`src/rtl/sfsr_pkg.sv`:
```
package sfsr_pkg;
  localparam logic [7:0] OPC_WR_EN   = 8'h06;
  localparam logic [7:0] OPC_RD_STAT = 8'h05;
  localparam logic [7:0] OPC_WR_STAT = 8'h01;
  localparam int CMD_BITS  = 8;
  localparam int WR_BITS   = 16;
  localparam int CNT_W     = 5;
  localparam int PIN_LINES = 4;

  // synchronizer lane order {wp_n, sdi, sclk, cs_n}; idle values on reset
  localparam logic [PIN_LINES-1:0] PIN_IDLE = 4'b1001;

  typedef struct packed {
    logic       prot;
    logic [2:0] bp;
  } sfsr_nv_t;
endpackage

```
`src/rtl/sfsr_spi_front.sv`:
```
module sfsr_spi_front
  import sfsr_pkg::*;
#(
  parameter int SYNC_STAGES = 2
) (
  input  logic             clk,
  input  logic             rst_n,
  input  logic             cs_n,
  input  logic             sclk,
  input  logic             sdi,
  input  logic             wp_n,
  input  logic [7:0]       status_i,
  output logic             frame_end,
  output logic [CNT_W-1:0] bit_cnt,
  output logic [7:0]       opcode,
  output logic [7:0]       last_byte,
  output logic             sdo,
  output logic             wp_n_s
);
  localparam logic [CNT_W-1:0] CNT_MAX = '1;

  logic [PIN_LINES-1:0] stg [SYNC_STAGES];
  logic [PIN_LINES-1:0] pins_s;

  genvar g;
  generate
    for (g = 0; g < SYNC_STAGES; g++) begin : g_sync
      if (g == 0) begin : g_first
        always_ff @(posedge clk or negedge rst_n) begin
          if (!rst_n) stg[g] <= PIN_IDLE;
          else        stg[g] <= {wp_n, sdi, sclk, cs_n};
        end
      end else begin : g_next
        always_ff @(posedge clk or negedge rst_n) begin
          if (!rst_n) stg[g] <= PIN_IDLE;
          else        stg[g] <= stg[g-1];
        end
      end
    end
  endgenerate

  assign pins_s = stg[SYNC_STAGES-1];

  logic cs_s, sclk_s, sdi_s;
  assign cs_s   = pins_s[0];
  assign sclk_s = pins_s[1];
  assign sdi_s  = pins_s[2];
  assign wp_n_s = pins_s[3];

  logic cs_d, sclk_d;
  logic rise, fall;
  assign rise      = sclk_s & ~sclk_d & ~cs_s;
  assign fall      = ~sclk_s & sclk_d & ~cs_s;
  assign frame_end = cs_s & ~cs_d;

  logic [CNT_W-1:0] cnt_q, cnt_n;
  logic [7:0]       sr_q, sr_n, opc_q, opc_n, snap_q, snap_n;
  logic [2:0]       idx_q, idx_n;
  logic             sdo_q, sdo_n;

  always_comb begin
    cnt_n  = cnt_q;
    sr_n   = sr_q;
    opc_n  = opc_q;
    snap_n = snap_q;
    idx_n  = idx_q;
    sdo_n  = sdo_q;
    if (cs_s) begin
      cnt_n = '0;
      idx_n = '0;
      sdo_n = 1'b0;
    end else begin
      if (rise) begin
        sr_n = {sr_q[6:0], sdi_s};
        if (cnt_q != CNT_MAX) cnt_n = cnt_q + 1'b1;
        if (cnt_q == CNT_W'(CMD_BITS - 1)) opc_n = {sr_q[6:0], sdi_s};
      end
      if (fall && (cnt_q >= CNT_W'(CMD_BITS)) && (opc_q == OPC_RD_STAT)) begin
        if (idx_q == 3'd0) begin
          snap_n = status_i;
          sdo_n  = status_i[7];
        end else begin
          sdo_n  = snap_q[3'd7 - idx_q];
        end
        idx_n = idx_q + 3'd1;
      end
    end
  end

  always_ff @(posedge clk or negedge rst_n) begin
    if (!rst_n) begin
      cs_d   <= 1'b1;
      sclk_d <= 1'b0;
      cnt_q  <= '0;
      sr_q   <= '0;
      opc_q  <= '0;
      snap_q <= '0;
      idx_q  <= '0;
      sdo_q  <= 1'b0;
    end else begin
      cs_d   <= cs_s;
      sclk_d <= sclk_s;
      cnt_q  <= cnt_n;
      sr_q   <= sr_n;
      opc_q  <= opc_n;
      snap_q <= snap_n;
      idx_q  <= idx_n;
      sdo_q  <= sdo_n;
    end
  end

  assign bit_cnt   = cnt_q;
  assign opcode    = opc_q;
  assign last_byte = sr_q;
  assign sdo       = sdo_q;
endmodule

```
`src/rtl/sfsr_decode.sv`:
```
module sfsr_decode
  import sfsr_pkg::*;
(
  input  logic             frame_end,
  input  logic [CNT_W-1:0] bit_cnt,
  input  logic [7:0]       opcode,
  input  logic             busy,
  input  logic             wel,
  input  logic             hpm,
  output logic             set_wel,
  output logic             start_wr
);
  logic len_cmd, len_wr, idle_end;

  always_comb begin
    idle_end = frame_end & ~busy;
    len_cmd  = (bit_cnt == CNT_W'(CMD_BITS));
    len_wr   = (bit_cnt == CNT_W'(WR_BITS));
    set_wel  = idle_end & len_cmd & (opcode == OPC_WR_EN);
    start_wr = idle_end & len_wr & (opcode == OPC_WR_STAT) & wel & ~hpm;
  end
endmodule

```
`src/rtl/sfsr_wtimer.sv`:
```
module sfsr_wtimer #(
  parameter int TW_CYCLES = 64
) (
  input  logic clk,
  input  logic rst_n,
  input  logic start,
  output logic busy,
  output logic done
);
  localparam int TW_W = (TW_CYCLES < 2) ? 1 : $clog2(TW_CYCLES);

  logic [TW_W-1:0] cnt_q, cnt_n;
  logic            busy_q, busy_n;

  always_comb begin
    cnt_n  = cnt_q;
    busy_n = busy_q;
    if (start && !busy_q) begin
      busy_n = 1'b1;
      cnt_n  = TW_W'(TW_CYCLES - 1);
    end else if (busy_q) begin
      if (cnt_q == '0) busy_n = 1'b0;
      else             cnt_n  = cnt_q - 1'b1;
    end
  end

  always_ff @(posedge clk or negedge rst_n) begin
    if (!rst_n) begin
      cnt_q  <= '0;
      busy_q <= 1'b0;
    end else begin
      cnt_q  <= cnt_n;
      busy_q <= busy_n;
    end
  end

  assign busy = busy_q;
  assign done = busy_q & (cnt_q == '0);
endmodule

```
`src/rtl/sfsr_ctrl.sv`:
```
module sfsr_ctrl
  import sfsr_pkg::*;
#(
  parameter int TW_CYCLES   = 64,
  parameter int SYNC_STAGES = 2
) (
  input  logic       clk,
  input  logic       rst_n,
  input  logic       cs_n,
  input  logic       sclk,
  input  logic       sdi,
  output logic       sdo,
  input  logic       wp_n,
  input  logic       otp_mode,
  output logic [2:0] bp_o,
  output logic       otp_lock_o
);
  logic             frame_end, wp_n_s;
  logic [CNT_W-1:0] bit_cnt;
  logic [7:0]       opcode, last_byte, status;
  logic             set_wel, start_wr, busy, done, hpm;

  sfsr_nv_t nv_q, nv_n, pend_q, pend_n;
  logic     lock_q, lock_n, wel_q, wel_n, pend_otp_q, pend_otp_n;
  logic     srp_q;

  assign srp_q  = nv_q.prot;
  assign status = {(otp_mode ? lock_q : nv_q.prot), 2'b00, nv_q.bp, wel_q, busy};
  assign hpm    = nv_q.prot & ~wp_n_s & ~otp_mode;

  sfsr_spi_front #(.SYNC_STAGES(SYNC_STAGES)) u_front (
    .clk(clk), .rst_n(rst_n), .cs_n(cs_n), .sclk(sclk), .sdi(sdi), .wp_n(wp_n),
    .status_i(status), .frame_end(frame_end), .bit_cnt(bit_cnt),
    .opcode(opcode), .last_byte(last_byte), .sdo(sdo), .wp_n_s(wp_n_s)
  );

  sfsr_decode u_dec (
    .frame_end(frame_end), .bit_cnt(bit_cnt), .opcode(opcode), .busy(busy),
    .wel(wel_q), .hpm(hpm), .set_wel(set_wel), .start_wr(start_wr)
  );

  sfsr_wtimer #(.TW_CYCLES(TW_CYCLES)) u_tmr (
    .clk(clk), .rst_n(rst_n), .start(start_wr), .busy(busy), .done(done)
  );

  always_comb begin
    nv_n       = nv_q;
    lock_n     = lock_q;
    wel_n      = wel_q;
    pend_n     = pend_q;
    pend_otp_n = pend_otp_q;
    if (done)         wel_n = 1'b0;
    else if (set_wel) wel_n = 1'b1;
    if (start_wr) begin
      pend_n.prot = last_byte[7];
      pend_n.bp   = last_byte[4:2];
      pend_otp_n  = otp_mode;
    end
    if (done) begin
      if (pend_otp_q) lock_n = 1'b1;
      else            nv_n   = pend_q;
    end
  end

  always_ff @(posedge clk or negedge rst_n) begin
    if (!rst_n) begin
      nv_q       <= '0;
      lock_q     <= 1'b0;
      wel_q      <= 1'b0;
      pend_q     <= '0;
      pend_otp_q <= 1'b0;
    end else begin
      nv_q       <= nv_n;
      lock_q     <= lock_n;
      wel_q      <= wel_n;
      pend_q     <= pend_n;
      pend_otp_q <= pend_otp_n;
    end
  end

  assign bp_o       = nv_q.bp;
  assign otp_lock_o = lock_q;
endmodule

```
`config.mk`:
```
export PLATFORM = sky130hd
export DESIGN_NAME = sfsr_ctrl
export DESIGN_NICKNAME = d
export VERILOG_FILES = /design/src/rtl/sfsr_pkg.sv /design/src/rtl/sfsr_spi_front.sv /design/src/rtl/sfsr_decode.sv /design/src/rtl/sfsr_wtimer.sv /design/src/rtl/sfsr_ctrl.sv
export SDC_FILE = /design/constraint.sdc
export NUM_CORES = 1
export LEC_CHECK = 0
export BUFFER_PORTS_ARGS = -buffer_cell sky130_fd_sc_hd__buf_4
export CELL_PAD_IN_SITES_DETAIL_PLACEMENT = 0
export CELL_PAD_IN_SITES_GLOBAL_PLACEMENT = 2
export CORE_UTILIZATION = 40
export DETAILED_ROUTE_END_ITERATION = 6
export PLACE_DENSITY = 0.77
export SLEW_MARGIN = 20
export SYNTH_ARGS = -nofsm -noshare
export SYNTH_HDL_FRONTEND = slang
export SYNTH_HIERARCHICAL = 1
export SYNTH_SLANG_ARGS = --single-unit
```
`constraint.sdc`:
```
create_clock -name clk -period 2.9 [get_ports clk]
set_clock_uncertainty 0.15 [all_clocks]
set_input_delay 0.58 -clock clk [delete_from_list [all_inputs] [get_ports clk]]
set_output_delay 0.58 -clock clk [all_outputs]
set_load 0.05 [all_outputs]
```
---- Word level (Yosys, flattened, before mapping) ----
Cells that the tools add are included.
storage, ports and cells
  output and inout bits ................... 5
  bits in registers ....................... 59
  input bits .............................. 7
  logic and storage cells ................. 94
cells by class
  reductions and logical operators ........ 18
  muxes and demuxes ....................... 19
  $lt $le $gt $ge ......................... 2
  bitwise operators ....................... 24
  add/sub/neg operators ................... 4
  equal/unequal tests ..................... 8
operator list
  operator                                                            number
  2-to-1 mux 6 bit                                                    3
  == test 8 x 3 -> 1 bit (second input constant)                      2
  bitwise AND 1 bit                                                   15
  2-to-1 mux 5 bit                                                    3
  2-to-1 mux 1 bit                                                    10
  AND reduction 2 bit                                                 5
  nonzero test 2 bit                                                  5
  NOT 1 bit                                                           9
  == test 8 x 1 -> 1 bit (second input constant)                      1
  logical NOT 6 bit                                                   1
  2-to-1 mux 3 bit                                                    2
  AND reduction 3 bit                                                 2
  subtractor 6 x 1 -> 6 bit (second input constant)                   1
  adder 5 x 1 -> 5 bit (second input constant)                        1
  == test 5 x 3 -> 1 bit (second input constant)                      1
  == test 5 x 4 -> 1 bit (second input constant)                      1
  == test 5 bit (second input constant)                               1
  greater-or-equal comparator 5 x 4 -> 1 bit (second input constant)  1
  != test 5 bit (second input constant)                               1
  < comparator 3 x 4 -> 1 bit (second input constant)                 1
  adder 3 x 1 -> 3 bit (second input constant)                        1
  binary-select mux 1 bit (select 3 bit)                              1
  logical AND 1 bit                                                   3
  logical NOT 3 bit                                                   1
  other kinds (3)                                                     3

---- Logic depth before layout (Yosys ltp) ----
  word-level depth ........................ 10
  gate-level depth with buffers ........... 8
  depth with buffers taken out ............ 7

---- By module ----
Netlist, hierarchy kept.
by module, submodules not included
  module          seq. area each (um2)  cells an instance  times used  area each (um2)
  sfsr_spi_front  1082.3                117                1           1773.0
  sfsr_ctrl       275.3                 30                 1           451.7
  sfsr_wtimer     175.2                 38                 1           376.6
  sfsr_decode     0.0                   10                 1           67.6

---- Worst setup path before layout ----
No wires, ideal clock.
  kind .................................... register to register
  start ................................... register u_front.stg, in the netlist u_front/pins_s[0]
  end ..................................... register u_tmr.cnt_q[0]
  data required time ...................... 2.685 ns
  slack ................................... 0.624 ns
  path buffers ............................ 1
  setup time .............................. 0.065 ns
  period minus slack after synthesis ...... 2.276 ns
  cell stages (with the launch flop) ...... 9
  data arrival time ....................... 2.061 ns
  cell sequence ........................... dfstp_2 -> clkbuf_1 -> nor2b_1 -> nor4b_2 -> nand3_1 -> nor2_1 -> nor2_1 -> a31oi_1 -> mux2_2
on the way
  cells in the longest elaborated chain, start to end .. 9
  elaborated cells on any way between the ends .. 11
  classes of those cells .................. 1 x eq/ne; 1 x mux; 6 x bitwise; 3 x reduce/logical
ends and longest elaborated chain
  element                                                                        RTL line              RTL
  from (decl)                                                                    sfsr_spi_front.sv:22  logic [PIN_LINES-1:0] stg [SYNC_STAGES];
  from (signal, indexed assignment)                                              sfsr_spi_front.sv:36  else stg[g] <= stg[g-1];
  bitwise AND 1 bit *                                                            sfsr_spi_front.sv:54  assign frame_end = cs_s & ~cs_d;
  net frame_end                                                                  sfsr_ctrl.sv:18       logic frame_end, wp_n_s;
  bitwise AND 1 bit *                                                            sfsr_decode.sv:16     idle_end = frame_end & ~busy;
  bitwise AND 1 bit * (4 in a row)                                               sfsr_decode.sv:20     start_wr = idle_end & len_wr & (opcode == OPC_WR_STAT) & wel & ~hpm;
  net start_wr                                                                   sfsr_ctrl.sv:21       logic set_wel, start_wr, busy, done, hpm;
  logical AND 1 bit *                                                            sfsr_wtimer.sv:18     if (start && !busy_q) begin
  != test 2 x 1 -> 1 bit (no source line) or nonzero test 2 bit (tied branches)  -
  AND reduction 2 bit (no source line)                                           -
  to (signal assigned)                                                           sfsr_wtimer.sv:32     cnt_q <= cnt_n;
  to (decl)                                                                      sfsr_wtimer.sv:12     logic [TW_W-1:0] cnt_q, cnt_n;
The timed path passes the listed nets; every way through them passes the cells marked *.
A chain may end at the register's enable or synchronous reset.

---- Worst setup path after layout ----
  start ................................... register u_front.cnt_q[0] (netlist: u_front/bit_cnt[0])
  end ..................................... register u_front.cnt_q[3] (netlist: u_front/bit_cnt[3])
on the way
  cells in the longest elaborated chain, start to end .. 4
  elaborated cells on any way between the ends .. 7
  classes of those cells .................. 1 x add/sub; 1 x eq/ne; 3 x mux; 2 x reduce/logical
ends and longest elaborated chain
  element                 RTL line               RTL
  from (decl)             sfsr_spi_front.sv:56   logic [CNT_W-1:0] cnt_q, cnt_n;
  from (signal assigned)  sfsr_spi_front.sv:103  cnt_q <= cnt_n;
  adder 5 x 1 -> 5 bit    sfsr_spi_front.sv:75   if (cnt_q != CNT_MAX) cnt_n = cnt_q + 1'b1;
  2-to-1 mux 5 bit        sfsr_spi_front.sv:75
  2-to-1 mux 5 bit        sfsr_spi_front.sv:73   if (rise) begin
  2-to-1 mux 5 bit        sfsr_spi_front.sv:68   if (cs_s) begin
Parallel ways exist; a longest one is shown, timed or not. The select of a mux whose other input is x is not followed.

==> flow_summary.toml <==
[status]
status = "finished clean"

[floorplanning]
die_h_um = 83.7
die_x_um = 83.7
dieArea_um2 = 7000
rows = 29
pin_count = 12
initial_utilization_pct = 41.8
design.core.area_um2 = 6390

[clock_tree]
cts_buffers = 9
cts_resized = 0
cts.sinks = 61
cts_buffer_depth = 2
clock_latency_ps = 340
postCtsSetupBuffers = 0
h-tree-depth = 3
path_clk_slew_ps = 60
postCtsHoldBufs = 0
cts_root_buffer = "clkbuf_8"
cts_tree = "yes"

[layout]
design_area_um2 = 3070
layout-drive-gt1-share_pct = 38.2
final-seq-area_um2 = 1530
multiInputGateArea_um2 = 1070
fill_cells = 553
area_growth_pct = 14.9
antenna_cells = 0
nets = 229
utilization_pct = 48.0

[pwr]
power_frac_seq_pct = 50.5
p_switching_uw = 402
power_density_nw_per_um2 = 617
switching_share_pct = 21.3
power.internal_uw = 1490
clock_power_share_pct = 45.1
power_frac_comb_pct = 4.5
peakVddDrop_mv = 0.221
cellLeakagePower_uw = 0.00143

[sta]
report.final.slew_viol_count = 0
tightest_slew_ps = 750
setup-tns-final_ps = 0
period_share_pct = 73.4
max_slew_margin_pct = 50.0
finalHoldViolations = 0
layout_min_cycle_time_ps = 2130
worst_slack_ps = 770
fmax_mhz = 470
rsz0062_at_grt = "false"
setup_violations = 0

[critical_path]
r2r_slack_ps = 770
timing_worst_setup_path_type = "reg2reg"
path_common_cell = "ha_1"
path_buf_inv = 0
cp_cell_sequence = "ha_1, and3_1, ha_1, nor3b_2, nand4_1, xor2_1, nor2_1"
cp.required_ps = 2960
cp-end-kind = "flop"
critPathArrivalTime_ps = 2190
slowest_delay_ps = 440
crit_path_top_delay_cell = "dfrtp_1"
path_max_fanout = 6
crit_path_start_kind = "flop"
crit_family = "simple AND/OR/NAND/NOR gates"

[synthesis]
syn_inst = 195
ys_seq_elements = 61
ys_top_cells_by_area = "dfrtp_1, mux2_2, dfstp_2, ha_1, nor2_1"
synth-compound-area-share_pct = 4.36
syn_area_um2 = 2670
synthArstFlopShare_pct = 100
post_synth_mux_area_share_pct = 17.6
seq_area_frac_synth_pct = 57.4
ys_types = 48
synthAdderAreaFrac_pct = 3.28
synthTopCellsByCount = "dfrtp_1, mux2_2, nor2_1"
synthXorXnorAreaFrac_pct = 0.985
yosys.area_share.simple_pct = 13.6
synth_edf_count = 0
yosysTopAreaCell = "dfrtp_1"
synth_most_common_cell = "dfrtp_1"
synth-main-ff-cell = "dfrtp_1"
synth_top_family_by_area = "multiplexers"
yosys.area.top_type_share_pct = 52.5
avgSynthCellArea_um2 = 13.7
yosysWarnings = 6

[hold_path]
hold_path.class = "in2async"

[routing]
ant_nets = 0
dr.pass1.iters = 4
num_vias = 1554
vias_per_cell = 5.23
drt_wl_total_um = 4450
drcViolationCount = 0
wl_per_cell_um = 15.0
first_iter_violations = 63

[placed_design]
port_buffers = 11
globalplace.congestion = 0.760
place_area_um2 = 2840
dpl.hpwl_um = 3100
place_worst_setup_slack_ps = 720

[global_routing]
grt_pass1_vias = 1613
gr-usage-all-layers_pct = 14.5
grt_max_degree = 62
gr-total-overflow = 0
grt_pass1_wl_um = 7620
antenna_found_initial = 0

[run]
maxCapViolCount = 0
[through the flow]
| stage | instances | total power, uW | hold slack, ps |
|---|---|---|---|
| after floorplan | 196 | 1010 | 134 |
| after global placement | 281 | 1050 | 185 |
| after detailed placement | 281 | 1060 | 186 |
| after CTS | 297 | 1920 | 179 |
| after global routing | 297 | 1980 | 174 |
| final | 297 | 1890 | 168 |
[cell type report]
cell class	count	share of cell area (%)
inverter	9	1.10
clock buffer	13	5.18
multi-input combinational	120	34.9
tap	77	3.14
clock inverter	3	2.20
sequential	61	50.0
timing repair buffer	14	3.43
[layer usage]
layer | vias up | GRT usage (%) | wire length, um
li1 | 734 | - | -
met1 | 789 | 18.0 | 2090
met2 | 20 | 22.0 | 2130
met3 | 11 | 3.86 | 121
met4 | 0 | 10.0 | 114
met5 | - | 0 | 0
[sequential cells by signal, summed over array words and instances (netlist names)]
register           flops
u_front/last_byte      8
u_front/bit_cnt        5
u_front/pins_s         4
pend_otp_q             1
srp_q                  1
u_tmr/busy             1
otp_lock_o             1
bp_o                   3
u_front/idx_q          3
u_front/cs_d           1
pend_q                 4
u_tmr/cnt_q            6
u_front/snap_q         8
u_front/sdo            1
wel_q                  1
u_front/stg            4
u_front/opcode         8
u_front/sclk_d         1
[worst paths after layout]
check	to	startpoint	cells after the start
setup / recovery	u_front/bit_cnt[3]	u_front/bit_cnt[0]	7
hold / removal	u_front/bit_cnt[3]	rst_n	1
setup reg to reg	u_front/bit_cnt[3]	u_front/bit_cnt[0]	7
hold reg to reg	u_front/pins_s[2]	u_front/stg[6]	0
max in group asynchronous	u_tmr/busy	rst_n	1
min in group clk	u_front/pins_s[2]	u_front/stg[6]	0
[cells in the final DEF, fill, tap and decap left out, types with 3 or more instances in the layout]
cell type / instances
inv_1: 9
nor3_1: 3
dfrtp_1: 56
o21ai_0: 5
nand2_1: 4
dfstp_2: 5
nor3b_1: 3
clkbuf_8: 11
ha_1: 7
mux2_2: 36
nor2_1: 15
buf_4: 14
[worst register-to-register path, delay by kind of cell, from the launching register on]
family / cells / cell delay (ps)
fa+ha+maj: 2 / 450
xor+xnor: 1 / 160
flops: 1 / 440
simple gates: 4 / 810
[power by group through the flow]
stage / combinational, uW / clock, uW / sequential (uW)
finish: 84.3 / 852 / 954
global placement: 82.6 / 0 / 967
CTS: 87.5 / 879 / 955
detailed placement: 87.3 / 0 / 971
floorplan: 57.5 / 0 / 950
global route: 96.1 / 919 / 961
[kinds of logic (layout without fill, tap and decap cells)]
family / count (synthesis) / after routing
xor+xnor: 3 / 3
flops: 61 / 61
buf+inv: 15 / 39
fa+ha+maj: 7 / 7
compound gates: 17 / 17
mux: 40 / 40
other cells: 1 / 2
simple gates: 51 / 51
No activity file was read; power rests on OpenSTA's default activity.
